===== config.mk =====
export PLATFORM = sky130hd
export DESIGN_NAME = mps_unit
export DESIGN_NICKNAME = d
export VERILOG_FILES = /design/src/rtl/mps_pkg.sv /design/src/rtl/mps_gate.sv /design/src/rtl/mps_scan.sv /design/src/rtl/mps_unit.sv
export SDC_FILE = /design/constraint.sdc
export NUM_CORES = 1
export LEC_CHECK = 0
export BUFFER_PORTS_ARGS = -buffer_cell sky130_fd_sc_hd__buf_2
export CORE_ASPECT_RATIO = 0.9
export CORE_MARGIN = 3
export CORE_UTILIZATION = 45
export CTS_CLUSTER_SIZE = 16
export DETAILED_ROUTE_END_ITERATION = 16
export PLACE_DENSITY = 0.75
export REMOVE_ABC_BUFFERS = 1
export SYNTH_ARGS = -nofsm -noshare
export SYNTH_HDL_FRONTEND = slang
export SYNTH_HIERARCHICAL = 1
export SYNTH_SLANG_ARGS = --single-unit

===== constraint.sdc =====
create_clock -name clk -period 9.03 [get_ports clk]
set_clock_uncertainty 0.05 [all_clocks]
set_input_delay 1.3545 -clock clk [delete_from_list [all_inputs] [get_ports clk]]
set_output_delay 1.3545 -clock clk [all_outputs]
set_load 0.05 [all_outputs]

===== src/rtl/mps_pkg.sv =====
package mps_pkg;
    typedef enum logic [0:0] {
        SCAN_LOG    = 1'b0,
        SCAN_RIPPLE = 1'b1
    } scan_arch_e;
endpackage


===== src/rtl/mps_gate.sv =====
module mps_gate #(
    parameter int NPORT = 8,
    parameter int WIDTH = 16
) (
    input  logic                   hold,
    input  logic [NPORT-1:0]       vld,
    input  logic [NPORT*WIDTH-1:0] inc,
    output logic [NPORT*WIDTH-1:0] term
);
    for (genvar g = 0; g < NPORT; g++) begin : g_port
        assign term[g*WIDTH +: WIDTH] = (vld[g] && !hold) ? inc[g*WIDTH +: WIDTH] : '0;
    end
endmodule


===== src/rtl/mps_scan.sv =====
module mps_scan #(
    parameter int                  NPORT = 8,
    parameter int                  WIDTH = 16,
    parameter mps_pkg::scan_arch_e ARCH  = mps_pkg::SCAN_LOG
) (
    input  logic [NPORT*WIDTH-1:0] term,
    output logic [NPORT*WIDTH-1:0] excl,
    output logic [WIDTH-1:0]       total
);
    localparam int STAGES = (NPORT > 1) ? $clog2(NPORT) : 1;

    if (ARCH == mps_pkg::SCAN_LOG) begin : g_log
        logic [WIDTH-1:0] lvl [0:STAGES][0:NPORT-1];
        for (genvar p = 0; p < NPORT; p++) begin : g_in
            assign lvl[0][p] = term[p*WIDTH +: WIDTH];
        end
        for (genvar s = 0; s < STAGES; s++) begin : g_stage
            for (genvar p = 0; p < NPORT; p++) begin : g_node
                if (p >= (1 << s)) begin : g_add
                    assign lvl[s+1][p] = lvl[s][p] + lvl[s][p - (1 << s)];
                end else begin : g_pass
                    assign lvl[s+1][p] = lvl[s][p];
                end
            end
        end
        assign excl[WIDTH-1:0] = '0;
        for (genvar p = 1; p < NPORT; p++) begin : g_out
            assign excl[p*WIDTH +: WIDTH] = lvl[STAGES][p-1];
        end
        assign total = lvl[STAGES][NPORT-1];
    end else begin : g_ripple
        logic [WIDTH-1:0] run [0:NPORT];
        assign run[0] = '0;
        for (genvar p = 0; p < NPORT; p++) begin : g_chain
            assign run[p+1]               = run[p] + term[p*WIDTH +: WIDTH];
            assign excl[p*WIDTH +: WIDTH] = run[p];
        end
        assign total = run[NPORT];
    end
endmodule


===== src/rtl/mps_unit.sv =====
module mps_unit #(
    parameter int                  NPORT     = 8,
    parameter int                  WIDTH     = 16,
    parameter mps_pkg::scan_arch_e SCAN_ARCH = mps_pkg::SCAN_LOG
) (
    input  logic                   clk,
    input  logic                   rst_n,
    input  logic                   load_en,
    input  logic [WIDTH-1:0]       load_val,
    input  logic [NPORT-1:0]       req_vld,
    input  logic [NPORT*WIDTH-1:0] req_inc,
    output logic [NPORT-1:0]       rsp_vld,
    output logic [NPORT*WIDTH-1:0] rsp_val
);
    typedef struct packed {
        logic [WIDTH-1:0]       base;
        logic [NPORT-1:0]       vld;
        logic [NPORT*WIDTH-1:0] val;
    } state_t;

    state_t                 st_d, st_q;
    logic [NPORT*WIDTH-1:0] term, excl;
    logic [WIDTH-1:0]       sum_all;
    logic [WIDTH-1:0]       base_q;

    mps_gate #(.NPORT(NPORT), .WIDTH(WIDTH)) u_gate (
        .hold (load_en),
        .vld  (req_vld),
        .inc  (req_inc),
        .term (term)
    );

    mps_scan #(.NPORT(NPORT), .WIDTH(WIDTH), .ARCH(SCAN_ARCH)) u_scan (
        .term  (term),
        .excl  (excl),
        .total (sum_all)
    );

    always_comb begin
        st_d = st_q;
        if (load_en) begin
            st_d.base = load_val;
            st_d.vld  = '0;
        end else begin
            st_d.base = st_q.base + sum_all;
            st_d.vld  = req_vld;
            for (int p = 0; p < NPORT; p++) begin
                st_d.val[p*WIDTH +: WIDTH] = st_q.base + excl[p*WIDTH +: WIDTH];
            end
        end
    end

    always_ff @(posedge clk) begin
        if (!rst_n) begin
            st_q <= '0;
        end else begin
            st_q <= st_d;
        end
    end

    assign base_q  = st_q.base;
    assign rsp_vld = st_q.vld;
    assign rsp_val = st_q.val;
endmodule


After elaboration in Yosys (flattened, before gate mapping):

Cells that the tools add are included.

* input bits: 155
* output and inout port bits: 136
* register bits: 152

* bitwise gates (word level): 1
* add/sub/neg operators: 25
* reduce and logical (&&, ||, !) cells: 10
* mux-type cells: 9

Operators with widths (number)
* $add A16 B16 Y16: 25
* $mux W16: 8
* $mux W24: 1
* $logic_and A1 B1 Y1: 8
* $reduce_or A2 Y1: 1
* $logic_not A1 Y1: 1
* $not A1 Y1: 1

Logic depth before layout (Yosys ltp):

Gate-level depths: netlist (run 1).

* depth in word-level cells: 8
* mapped depth: 35
* depth with buffers taken out: 33

Modules after synthesis:

The synthesis (run 1) kept the hierarchy.

By module, submodules not included
* mps_unit: cells each 1299, instances 1, area an instance 10948.0 um^2, sequential area each 3042.9 um^2
* mps_scan: cells each 1213, instances 1, area an instance 9646.8 um^2, sequential area each 0.0 um^2
* mps_gate: cells each 150, instances 1, area an instance 1305.0 um^2, sequential area each 0.0 um^2

Least setup slack after synthesis (run 1):

Ideal clock, no wire load.

* kind: input-to-reg
* from: input port load_en
* to: register st_q, in the netlist base_q[14]
* cell stages on the path: 31
* required time: 8865 ps
* slack: 601 ps
* buffers on the path: 2
* data arrival time: 8264 ps
* library setup time: 115 ps
* path through: buf_6 -> buf_6 -> and3b_1 -> ha_1 -> inv_1 -> fa_1 -> inv_1 -> fa_1 -> a21o_1 -> a21oi_1 -> nor2b_1 -> o22a_1 -> a21oi_1 -> o21ai_1 -> maj3_2 -> maj3_2 -> xor2_1 -> fa_1 -> fa_1 -> inv_1 -> ha_1 -> nor3_1 -> or3_1 -> xnor2_1 -> ha_1 -> and3_1 -> a221o_1 -> a221oi_1 -> xor2_1 -> o21ai_0 -> and2_1

* longest elaborated chain between the ends: 8
* elaborated cells between the ends (all ways): 26
* classes of those cells: 8 x add/sub; 9 x mux; 9 x reduce/logical

RTL lines
* start, declared: line mps_unit.sv:8 `input logic load_en,`
* $logic_not A1 Y1: line mps_gate.sv:11 `assign term[g*WIDTH +: WIDTH] = (vld[g] && !hold) ? inc[g*WIDTH +: WIDTH] : '0;`
* $logic_and A1 B1 Y1: line mps_gate.sv:11
* $mux W16: line mps_gate.sv:11
* named net term[0]: line mps_unit.sv:22 `logic [NPORT*WIDTH-1:0] term, excl;`
* $add A16 B16 Y16: line mps_scan.sv:20 `assign lvl[s+1][p] = lvl[s][p] + lvl[s][p - (1 << s)];`
* named net excl[33]: line mps_unit.sv:22
* $add A16 B16 Y16 (2 in series): line mps_scan.sv:20
* named net sum_all[12]: line mps_unit.sv:23 `logic [WIDTH-1:0] sum_all;`
* $add A16 B16 Y16: line mps_unit.sv:45 `st_d.base = st_q.base + sum_all;`
* $mux W24: line mps_unit.sv:41 `if (load_en) begin`
* end signal, assigned: line mps_unit.sv:57 `st_q <= st_d;`
* end, declared: line mps_unit.sv:21 `state_t st_d, st_q;`

The timed path passes the listed nets, and every way through them passes these cells.
A chain may end at the register's enable or synchronous reset.

Final worst setup path (run 1):

Ends and elaborated chain as after synthesis.

==> run summary, run 1 <==
The slowest stage of the critical path is the sky130_fd_sc_hd__fa_1 cell. Yosys attributes the largest share of cell area to sky130_fd_sc_hd__ha_1, sky130_fd_sc_hd__dfxtp_1, sky130_fd_sc_hd__fa_1. The share of the core filled with cells in the final layout is 50.84%. The number of placement rows is 76. The via count of the first global-routing pass was 19,041. The number of input and output port buffers inserted is 290.

The number of CTS-inserted buffers came out at 17. After clock tree synthesis, the flow added hold-fix buffers numbering 0. Routability-driven placement finished with a final weighted congestion of 0.9609. The completed layout was analyzed and its total power is 6.672 mW. The maximum resistive drop on vdd is 0.1659 mV. The proportion of synthesized chip area in sequential cells is 13.89%. The starting density of the core is 45.60%.

The clock transition at the register clock pins on the worst setup and hold paths after CTS is 60 ps. The number of standard cells in the final layout excluding fillers is 3,550. STA classifies the critical path endpoint as a flop.

In this run, the number of DRC markers left after iteration 0 of detailed routing was 1,506. The synthesized netlist contains 93 unique library cells. The analysis attributes to cell leakage a power of 12.92 nW.

Entering global routing, the biggest net connects 82 pins. The net switching component of the power is 3.586 mW. Counting the fill cells in the layout gives 4,650. The worst-margin pin slew came out at 1123 ps. The deepest clock path buffer count is 2. Adding up every negative setup slack in the final design gives 0 ps. The run finished with clean final reports. The HPWL after detailed placement came out at 57,490 um. The final period demand of the worst path is 8501 ps. The residual DRC count is 0. The critical path class is primary input to flop. After synthesis, the mean cell area works out to 8.227 sq um. The total area inside the core boundary comes to 48,020 sq um. The total standard cell area after synthesis came out at 21,900 sq um. The internal power of the cells is 3.086 mW. Relative to the synthesized area, the layout overhead comes to 11.48%.

The number of top-level design ports came out at 291. The highest fanout seen on the critical path is 13. In the final routed layout, each cell accounts on average for 19.74 um. The overall track demand over capacity in global routing is 27.02%.

The chip width came out at 238.5 um. The final critical-path share of the clock period is 94.15%. CTS built an H-tree with a depth of 4.

The part of the power in combinational logic is 72.6%. For this run, the detailed router's first-pass iteration total came to 6. The most numerous cell type found on the critical path is sky130_fd_sc_hd__fa_1.

The share of cells above drive strength 1 is 14.08%. On the worst path, the slowest cell contributes a delay of 540 ps. The proportion of register bits with asynchronous set or reset after synthesis came out at 0%. The count of state elements after synthesis is 152.

The post-detailed-route via-to-cell ratio came out at 5.652. The number of antenna violations at the first check in global routing came out at 3. The root buffer cell chosen for the clock tree is sky130_fd_sc_hd__clkbuf_16.

The headroom to the max-slew limit is 25.03%. The data required time of the critical path is 9370 ps. The part of the total power dissipated in the clock network came out at 10.5%. The synthesis warning total is 6. In this run, synthesis inferred 0 flip-flops with an integrated enable. The insertion delay of the later-clocked pin in the worst-skew pair is 490 ps. CTS saw 152 sinks.

The number of max-cap violations is 0. The first-pass GRT wire length is 106,600 um. The clock tree from TritonCTS is yes.

Wires add up to 70,090 um. Setup repair after global routing left no endpoint under its margin. The final net count came out at 3,473. In this run the power density over the cells is 273.3 nW/um^2. The number of inserted diodes is 0. The cell type contributing the most total cell area after synthesis is sky130_fd_sc_hd__ha_1.

The number of placed cells counting well taps came out at 3,519. The worst setup path is launched from a primary input. The switching part of the total came out at 53.75%. The area taken by flip-flops and latches came out at 3043 sq um. The synthesized instance count came out at 2,662. The count of nets left with antenna violations once routing finished came out at 0. Summing all multi-input logic gate instances after layout gives 17,240 sq um. The total overflow reported by the global router is 0.

The number of max-slew violations in the final report came to 0. The final number of setup-violating endpoints came out at 0. Per report_power, the sequential group accounts for 16.9% of the total.

The commonest register cell after synthesis is sky130_fd_sc_hd__dfxtp_1. The area share of the largest cell type after synthesis came out at 17.20%. The tightest min-delay check is of the flop to flop type. The y dimension of the die is 215.3 um. The final number of hold-violating endpoints came to 0. STA puts the critical path data arrival time at 8840 ps.

Summing over every cut layer, the via total after detailed routing is 20,063. For this run, the top clock speed supported by timing is 117.6 MHz. The floorplan step defined a die boundary enclosing 51,350 sq um.
routing by layer:
metal	part of all wire, %	global-route usage [%]	routed length [um]	vias up
met3	8.2	4.376	5732	104
met2	43	41.83	30180	811
met5	0.019	0	13	-
met1	46	38.40	32170	9368
li1	-	-	-	9778
met4	2.8	8.646	1989	2
cells in the final DEF (no fill, tap or decap), types with 6 or more instances in the layout:
master and instances:
sky130_fd_sc_hd__conb_1 16, sky130_fd_sc_hd__a31oi_1 24, sky130_fd_sc_hd__buf_4 34, sky130_fd_sc_hd__fa_1 103, sky130_fd_sc_hd__nor2_1 93, sky130_fd_sc_hd__or3_1 12
sky130_fd_sc_hd__and3_1 16, sky130_fd_sc_hd__buf_2 289, sky130_fd_sc_hd__o21ai_1 24, sky130_fd_sc_hd__nor3_1 25, sky130_fd_sc_hd__a21boi_0 10, sky130_fd_sc_hd__nand2_1 196
sky130_fd_sc_hd__o21a_1 16, sky130_fd_sc_hd__and2_1 59, sky130_fd_sc_hd__nand3_1 43, sky130_fd_sc_hd__ha_1 301, sky130_fd_sc_hd__a21o_1 95, sky130_fd_sc_hd__xor2_1 95
sky130_fd_sc_hd__a211oi_1 17, sky130_fd_sc_hd__a221o_1 6, sky130_fd_sc_hd__and3b_1 128, sky130_fd_sc_hd__clkbuf_16 17, sky130_fd_sc_hd__o21ai_0 158, sky130_fd_sc_hd__dfxtp_1 152
sky130_fd_sc_hd__o211a_1 14, sky130_fd_sc_hd__mux2i_1 19, sky130_fd_sc_hd__o31ai_1 18, sky130_fd_sc_hd__a2111o_1 7, sky130_fd_sc_hd__a31o_2 11, sky130_fd_sc_hd__nand4_1 20
sky130_fd_sc_hd__nor2b_1 45, sky130_fd_sc_hd__a211o_1 6, sky130_fd_sc_hd__o211ai_1 20, sky130_fd_sc_hd__xnor2_1 181, sky130_fd_sc_hd__a21oi_1 188, sky130_fd_sc_hd__inv_1 283
sky130_fd_sc_hd__o21bai_1 39, sky130_fd_sc_hd__nand2b_1 16
per-stage QoR:
stage	cell area, sq um	worst slack [ps]	hold slack (ps)
3_3_place_gp	23850	201.7	381.6
6_report	24410	528.5	392.6
4_1_cts	24400	595.2	399.4
3_5_place_dp	23850	48.24	388.0
5_1_grt	24410	25.77	418.5
2_1_floorplan	21330	829.4	617.9
path summary, 6_finish.rpt:
kind          startpoint     endpoint  slack, ps  cells after the start
max reg2reg    base_q[1]  rsp_val[45]       5720                      8
min          rsp_val[15]  rsp_val[15]        390                      2
max              load_en   base_q[14]        530                     31
min reg2reg  rsp_val[15]  rsp_val[15]        390                      2
power by group through the flow:
stage | combinational, mW | sequential, mW | clock [mW]
floorplan | 3.06 | 1.63 | 0
global placement | 4.70 | 1.13 | 0
detailed placement | 4.74 | 1.13 | 0
CTS | 4.77 | 1.12 | 0.729
global route | 5.32 | 1.14 | 0.750
finish | 4.84 | 1.13 | 0.703
state kept, by name, summed over array words and instances, names as in the netlist:
signal   flops
base_q      16
rsp_val    128
rsp_vld      8
cell families after synthesis:
logic type | after synthesis | synth area share, %
AOI/OAI and AO/OA | 723 | 21.55
DFF | 152 | 13.89
muxes | 20 | 0.9198
xor gates and xnor gates | 281 | 11.46
buffers and inverters | 391 | 7.719
adders and majority gates | 407 | 26.76
other | 1 | 0.01712
and+or+nand+nor | 687 | 17.68
cell type report:
cell class                 count  area share [%]
multi-input combinational   2134           70.62
sequential                   152           12.46
timing repair buffer         325           7.098
inverter                     284           4.366
tap                          624           3.198
clock buffer                  18           1.758
clock inverter                13          0.4971
Yosys cell counts, drive strengths merged, types with 93 or more instances:
cell and n:
a21oi 193, xor2 96, ha 301, fa 103, dfxtp 152, nor2 93, xnor2 184, inv 284
nand2 197, and3b 128, o21ai 185, a21o 97
critical path, delay by kind of cell:
kind	cells	cell delay [ps]
xor gates and xnor gates	3	570
and+or+nand+nor	5	690
buffers and inverters	4	370
AOI/OAI and AO/OA	10	2290
adders and majority gates	9	3560
repair_timing:
| action | CTS | global route |
|---|---|---|
| resized for setup | 0 | 3 |
| buffers inserted | 0 | 0 |
| endpoints found under the setup margin | 0 | 1 |
No activity file was read; power rests on OpenSTA's default activity.
==> inputs of run 2 (changes only) <==
Settings changed: PLACE_DENSITY 0.75 to not set, PLACE_DENSITY_LB_ADDON set to 0.1, SLEW_MARGIN set to 20.
==> run 2 against run 1 <==
Die area is the same. Hold slack gained 3.2 ps. Routed wire length grew 5.7%. Power grew 2.0%. Global-route usage grew 1.6 points. Clock power grew 7.5%. Sequential cell count is the same. Register-to-register slack gained 90 ps. Clock-buffer cell count shrank 1. First-iteration DRC count shrank 17%. Largest cell class unchanged. Largest power group unchanged.
==> run summary, run 2 (synthesis results as in run 1) <==
The insertion delay of the later-clocked pin in the worst-skew pair was 510 ps (+20 ps). The clock transition at the register clock pins on the worst setup and hold paths after CTS came to 80 ps (+20 ps). The placed standard-cell area is 23,940 sq um (+0.36%). The via count came out at 20,107 (+0.22%). The number of max-cap violations was 0 (unchanged). The share of cells above drive strength 1 came out at 14.73% (+0.65 points). From synthesis to final layout, the design area changed by 12.19%. The deepest clock path buffer count came out at 2 (unchanged). The final number of hold-violating endpoints came out at 0 (unchanged).

The final estimated routing congestion in global placement is 0.9843 (+2.4%). The standby leakage power is 13.01 nW (+0.75%). The number of standard cells in the final layout excluding fillers is 3,564 (+0.39%). The final net count was 3,486 (+0.37%). The number of CTS-inserted buffers came out at 17 (unchanged). The library cell used most frequently in the layout, excluding fill and tap cells, is sky130_fd_sc_hd__ha_1. The y dimension of the die came out at 215.3 um (unchanged). The residual DRC count is 0 (unchanged). The total detailed-routing wirelength is 74,060 um (+5.7%).

The number of top-level design ports came out at 291 (unchanged). The arrival time reported for the critical path endpoint is 8960 ps (+120 ps). The starting density of the core is 45.60% (unchanged). The slowest stage of the critical path is the sky130_fd_sc_hd__fa_1 cell.

The detailed-routing iteration count for the pre-antenna-repair pass came out at 6 (unchanged). The critical path class is primary input to flop. The chip width is 238.5 um (unchanged).

The number of buffers and inverters on the critical path came out at 4 (unchanged). The final design instance area without fill was 24,570 sq um (+0.63%). The path class of the tightest hold or removal check is flop to flop. The flow ran to the end, and the final reports show no timing, DRC or antenna violations. The most repeated library cell on the critical path is sky130_fd_sc_hd__fa_1. The core region area is 48,020 sq um (unchanged).

The maximum number of pins on one net before global-route repair is 61 (-26%). The post-cts repair resize count came out at 0 (unchanged). The overall track demand over capacity in global routing came to 28.60% (+1.6 points). The cell class contributing the biggest share of worst-path delay is adder cells. The highest fanout seen on the critical path is 27 (+14).

The worst setup path is launched from a primary input. The first-pass GRT wire length is 111,600 um (+4.7%). The upper clock frequency limit came out at 116.2 MHz (-1.2%). The post-detailed-route via-to-cell ratio is 5.642 (-0.17%). The final number of setup-violating endpoints came out at 0 (unchanged).

The headroom to the max-slew limit is 30.27% (+5.2 points). The library cells used most frequently in the layout, excluding fill and tap cells, are sky130_fd_sc_hd__ha_1, sky130_fd_sc_hd__buf_2, sky130_fd_sc_hd__inv_1. The power per cell area was 277.1 nW/um^2 (+1.4%). The number of inserted diodes is 0 (unchanged). The final critical-path share of the clock period is 95.29% (+1.1 points). The number of max-slew violations in the final report is 0 (unchanged).

The sum of negative setup slack is 0 ps (unchanged). The DRC violation total after the first TritonRoute iteration is 1,251 (-17%). The placement-stage worst setup slack came out at -159.6 ps (-207.8 ps). The area enclosed by the die boundary was 51,350 sq um (unchanged). The via count of the first global-routing pass is 19,596 (+2.9%). The count of clock tree sinks came to 152 (unchanged). The maximum resistive drop on vdd is 0.1716 mV (+3.4%).

The post-CTS setup buffer count is 0 (unchanged). Setup repair after global routing left no endpoint under its margin. The maximum cell stage delay along the critical path came to 540 ps (about the same). The worst-margin pin slew is 1041 ps (-81.74 ps). The data required time of the critical path is 9390 ps (+20 ps). The level count of the clock H-tree is 4 (unchanged).

The flip-flop count of the largest register, all copies and words added is 128 (unchanged). The total overflow reported by the global router came out at 0 (unchanged). The number of placement rows is 76 (unchanged). The final period demand of the worst path came out at 8605 ps (+103.1 ps). The number of placed cells counting well taps came out at 3,532 (+0.37%). The number of buffers inserted for hold repair after clock tree synthesis is 0 (unchanged). The count of nets left with antenna violations after detail routing is 0 (unchanged). The cell sitting at the root of the clock tree is a sky130_fd_sc_hd__clkbuf_16. The HPWL after detailed placement came out at 61,610 um (+7.2%). The detailed-route wire length per cell is 20.78 um (+5.2%). TritonCTS built the clock tree. The number of antenna violations at the first check in global routing is 2 (-1). The final worst-path setup slack is 425.4 ps (-103.1 ps). The sort of element at the end of the critical path is a flop. The number of input and output port buffers inserted was 290 (unchanged).
-- run 2: worst register-to-register path, delay by kind of cell (launching register included) --
kind	cells	cell delay (ps)
AOI/OAI and AO/OA	7	1910
adders and majority gates	2	670
DFF	1	300
buffers and inverters	1	180
-- run 2: final timing paths --
check | from | to | slack (ps) | depth (start not counted)
worst min register to register | rsp_val[47] | rsp_val[47] | 400 | 2
worst min-delay path | rsp_val[47] | rsp_val[47] | 400 | 2
worst max-delay path | load_en | base_q[14] | 430 | 31
worst max register to register | base_q[0] | rsp_val[42] | 5810 | 10
-- run 2: metal layers --
| layer | global-route usage [%] | share of wire [%] |
|---|---|---|
| met5 | 0 | 0 |
| met4 | 9.089 | 2.5 |
| met3 | 3.773 | 5.5 |
| met2 | 45.03 | 44 |
| met1 | 40.56 | 48 |
-- run 2: metrics by stage --
step                utilization [%]  total power [mW]  hold WS (ps)
floorplan                         -             4.685         617.9
global placement              49.85             5.880         381.1
detailed placement            49.85             5.955         391.2
CTS                           51.06             6.752         400.5
global route                  51.16             7.333         427.0
finish                        51.16             6.807         395.8
-- run 2: power breakdown --
part,internal [mW],switching [mW]
Clock,0.389,0.367
Combinational,1.86,3.06
Sequential,0.876,0.263
-- run 2: final cells by class --
cell class | instances | area (sq um)
sequential | 152 | 3044
inverter | 284 | 1066
multi-input combinational | 2134 | 17280
tap | 624 | 780.7
fill | 4665 | 23450
clock buffer | 17 | 425.4
timing repair buffer | 338 | 1818
clock inverter | 15 | 158.9
==> inputs of run 3 (changes only) <==
Settings changed: CORE_UTILIZATION 45 to 50.
==> run 3 against run 2 <==
Die area is 9.7% lower. Sequential cell count stayed put. Combinational power hardly changed. Final cell count is 1.8% lower. Final area hardly changed. Hold slack better by 1.0 ps. Global-route usage is 2.4 points higher. Critical path type unchanged. Maximum frequency is 0.47% lower. Highest routed layer unchanged.
==> run summary, run 3 (synthesis results as in run 1) <==
The share of cells above drive strength 1 came out at 14.73% (about the same). The number of standard cells in the final layout excluding fillers is 3,501 (-1.8%). The final critical-path share of the clock period came out at 95.74% (+0.45 points). The count of nets left with antenna violations after detail routing came out at 0 (unchanged). The data required time of the critical path is 9380 ps (about the same). The signed area change from the synthesized netlist to the final layout is 12.08% (about the same). The flip-flop count of the largest register, all copies and words added is 128 (unchanged). The count of clock tree sinks came out at 152 (unchanged). The area of combinational cells with multiple inputs is 17,250 sq um (-0.14%). The insertion delay of the later-clocked pin in the worst-skew pair is 500 ps (about the same). The area enclosed by the die boundary came to 46,350 sq um (-9.7%).

The maximum number of pins on one net before global-route repair came out at 67 (+9.8%). The part of the power in combinational logic is 71.9% (-0.3 points). The DRC violation total after the first TritonRoute iteration came to 1,527 (+22%). The standby leakage power is 13.05 nW (+0.31%). The HPWL after detailed placement is 60,070 um (-2.5%). The tightest min-delay check is of the flop to flop type. The number of max-slew violations in the final report came out at 0 (unchanged). The post-cts repair resize count is 0 (unchanged). The number of placed cells counting well taps came out at 3,469 (-1.8%). The highest fanout seen on the critical path is 22 (-19%). The deepest clock path buffer count came out at 2 (unchanged). The number of top-level design ports came out at 291 (unchanged).

The number of placement rows was 72 (-5.3%). The net switching component of the power is 3.657 mW (-0.76%). The slowest stage of the critical path is the sky130_fd_sc_hd__fa_1 cell.

The root buffer selected by CTS is sky130_fd_sc_hd__clkbuf_16. The part of the total power dissipated in the clock network came out at 11.7% (+0.6 points). In the layout the commonest cells are sky130_fd_sc_hd__ha_1, sky130_fd_sc_hd__buf_2, sky130_fd_sc_hd__inv_1.

The placement-stage worst setup slack came out at -69.65 ps (+89.96 ps). The clock tree from TritonCTS is yes. The maximum resistive drop on vdd was 0.1291 mV (-25%).

The arrival time reported for the critical path endpoint is 9000 ps (+40 ps). The share of the core filled with cells in the final layout came to 56.88% (+5.7 points). The headroom to the max-slew limit is 32.20% (+1.9 points).

The switching part of the total came to 53.46% (-0.68 points). The starting density of the core came to 50.75% (+5.1 points). The final estimated routing congestion in global placement is 0.9663 (-1.8%). The final number of hold-violating endpoints is 0 (unchanged). The number of max-cap violations came out at 0 (unchanged). The final period demand of the worst path is 8645 ps (+40.59 ps). The y dimension of the die came out at 204.5 um (-5.0%). The final-layout worst hold slack came to 396.8 ps (+1.001 ps). The flow ran to the end, and the final reports show no timing, DRC or antenna violations.

Counting stages on the worst path, the most repeated cell is sky130_fd_sc_hd__ha_1. The worst setup path is of the primary input to flop kind. The worst-margin pin slew is 1015 ps (-26.34 ps).

The number of input and output port buffers inserted came out at 290 (unchanged). The upper clock frequency limit was 115.7 MHz (-0.47%). The core region area came to 43,150 sq um (-10%).

The first-pass GRT wire length is 108,600 um (-2.7%). The number of inserted diodes came out at 0 (unchanged). The via count is 20,175 (+0.34%). The final number of setup-violating endpoints came out at 0 (unchanged). The number of fillers in the final layout came to 4,053 (-13%). Leaving out fill and tap cells, the most frequent cell in the layout is sky130_fd_sc_hd__ha_1.

The via count of the first global-routing pass is 19,555 (-0.21%). The total overflow reported by the global router came out at 0 (unchanged). The number of buffers inserted for hold repair after clock tree synthesis came out at 0 (unchanged). The detailed-route wire length per cell is 20.62 um (-0.74%). The residual DRC count was 0 (unchanged). The post-detailed-route via-to-cell ratio is 5.763 (+2.1%). The post-CTS setup buffer count came to 0 (unchanged). The clock transition at the register clock pins on the worst setup and hold paths after CTS came out at 70 ps (about the same). Setup repair after global routing left no endpoint under its margin. The total detailed-routing wirelength is 72,210 um (-2.5%). The detailed-routing iteration count for the pre-antenna-repair pass was 5 (-1). The level count of the clock H-tree is 4 (unchanged). The final worst-path setup slack is 384.8 ps (-40.59 ps). The number of CTS-inserted buffers came out at 17 (unchanged). The internal power of the cells is 3.184 mW (+2.0%). The chip width is 226.6 um (-5.0%).

The area taken by flip-flops and latches came out at 3043 sq um (about the same). The sequential group share of total power came out at 16.4% (-0.3 points). The power per cell area is 278.7 nW/um^2 (+0.60%). The final net count is 3,492 (+0.17%). The overall track demand over capacity in global routing came out at 30.98% (+2.4 points). The number of antenna violations at the first check in global routing came out at 0 (-2). The maximum cell stage delay along the critical path is 550 ps (about the same). STA classifies the critical path startpoint as a primary input. STA classifies the critical path endpoint as a flop.
-- run 3: metal layers --
layer	global-route usage, %	vias up	share of wire [%]
met3	4.642	100	6.6
met5	0	-	0
li1	-	9817	-
met2	48.34	721	43
met4	11.48	0	3.5
met1	43.37	9537	47
-- run 3: path summary, 6_finish.rpt --
check                           cells after the start           to   startpoint  slack [ps]
worst max-delay path                               32   base_q[14]      load_en         380
worst min-delay path                                2  rsp_val[12]  rsp_val[12]         400
worst max register to register                      9  rsp_val[42]    base_q[0]        5680
worst min register to register                      2  rsp_val[12]  rsp_val[12]         400
-- run 3: stage by stage --
step                      power, mW  instance area, sq um  TNS, ps
after floorplan               4.685                 21330        0
after global placement        5.846                 23900        0
after detailed placement      5.942                 23900   -69.65
after CTS                     6.781                 24530        0
after global routing          7.350                 24540        0
final                         6.841                 24540        0
-- run 3: power by group through the flow --
| stage | clock network, mW | logic [mW] | registers, mW |
|---|---|---|---|
| after floorplan | 0 | 3.06 | 1.63 |
| after global placement | 0 | 4.72 | 1.12 |
| after detailed placement | 0 | 4.81 | 1.13 |
| after CTS | 0.822 | 4.84 | 1.12 |
| after global routing | 0.839 | 5.37 | 1.14 |
| final | 0.803 | 4.92 | 1.12 |
-- run 3: worst max-delay path, delay by kind of cell --
kind	cells	cell delay (ps)
AO/OA/AOI/OAI	9	2060
XOR/XNOR	4	860
adder cells (fa/ha/maj)	9	3390
buffers and inverters	3	250
AND/OR/NAND/NOR	7	1050
-- run 3: layout make-up --
cell class | count | area share, %
Timing Repair Buffer | 344 | 7.590
Clock buffer | 17 | 1.733
Multi-Input combinational cell | 2134 | 70.28
Tap cell | 555 | 2.829
Clock inverter | 15 | 0.8258
Inverter | 284 | 4.343
Sequential cell | 152 | 12.40
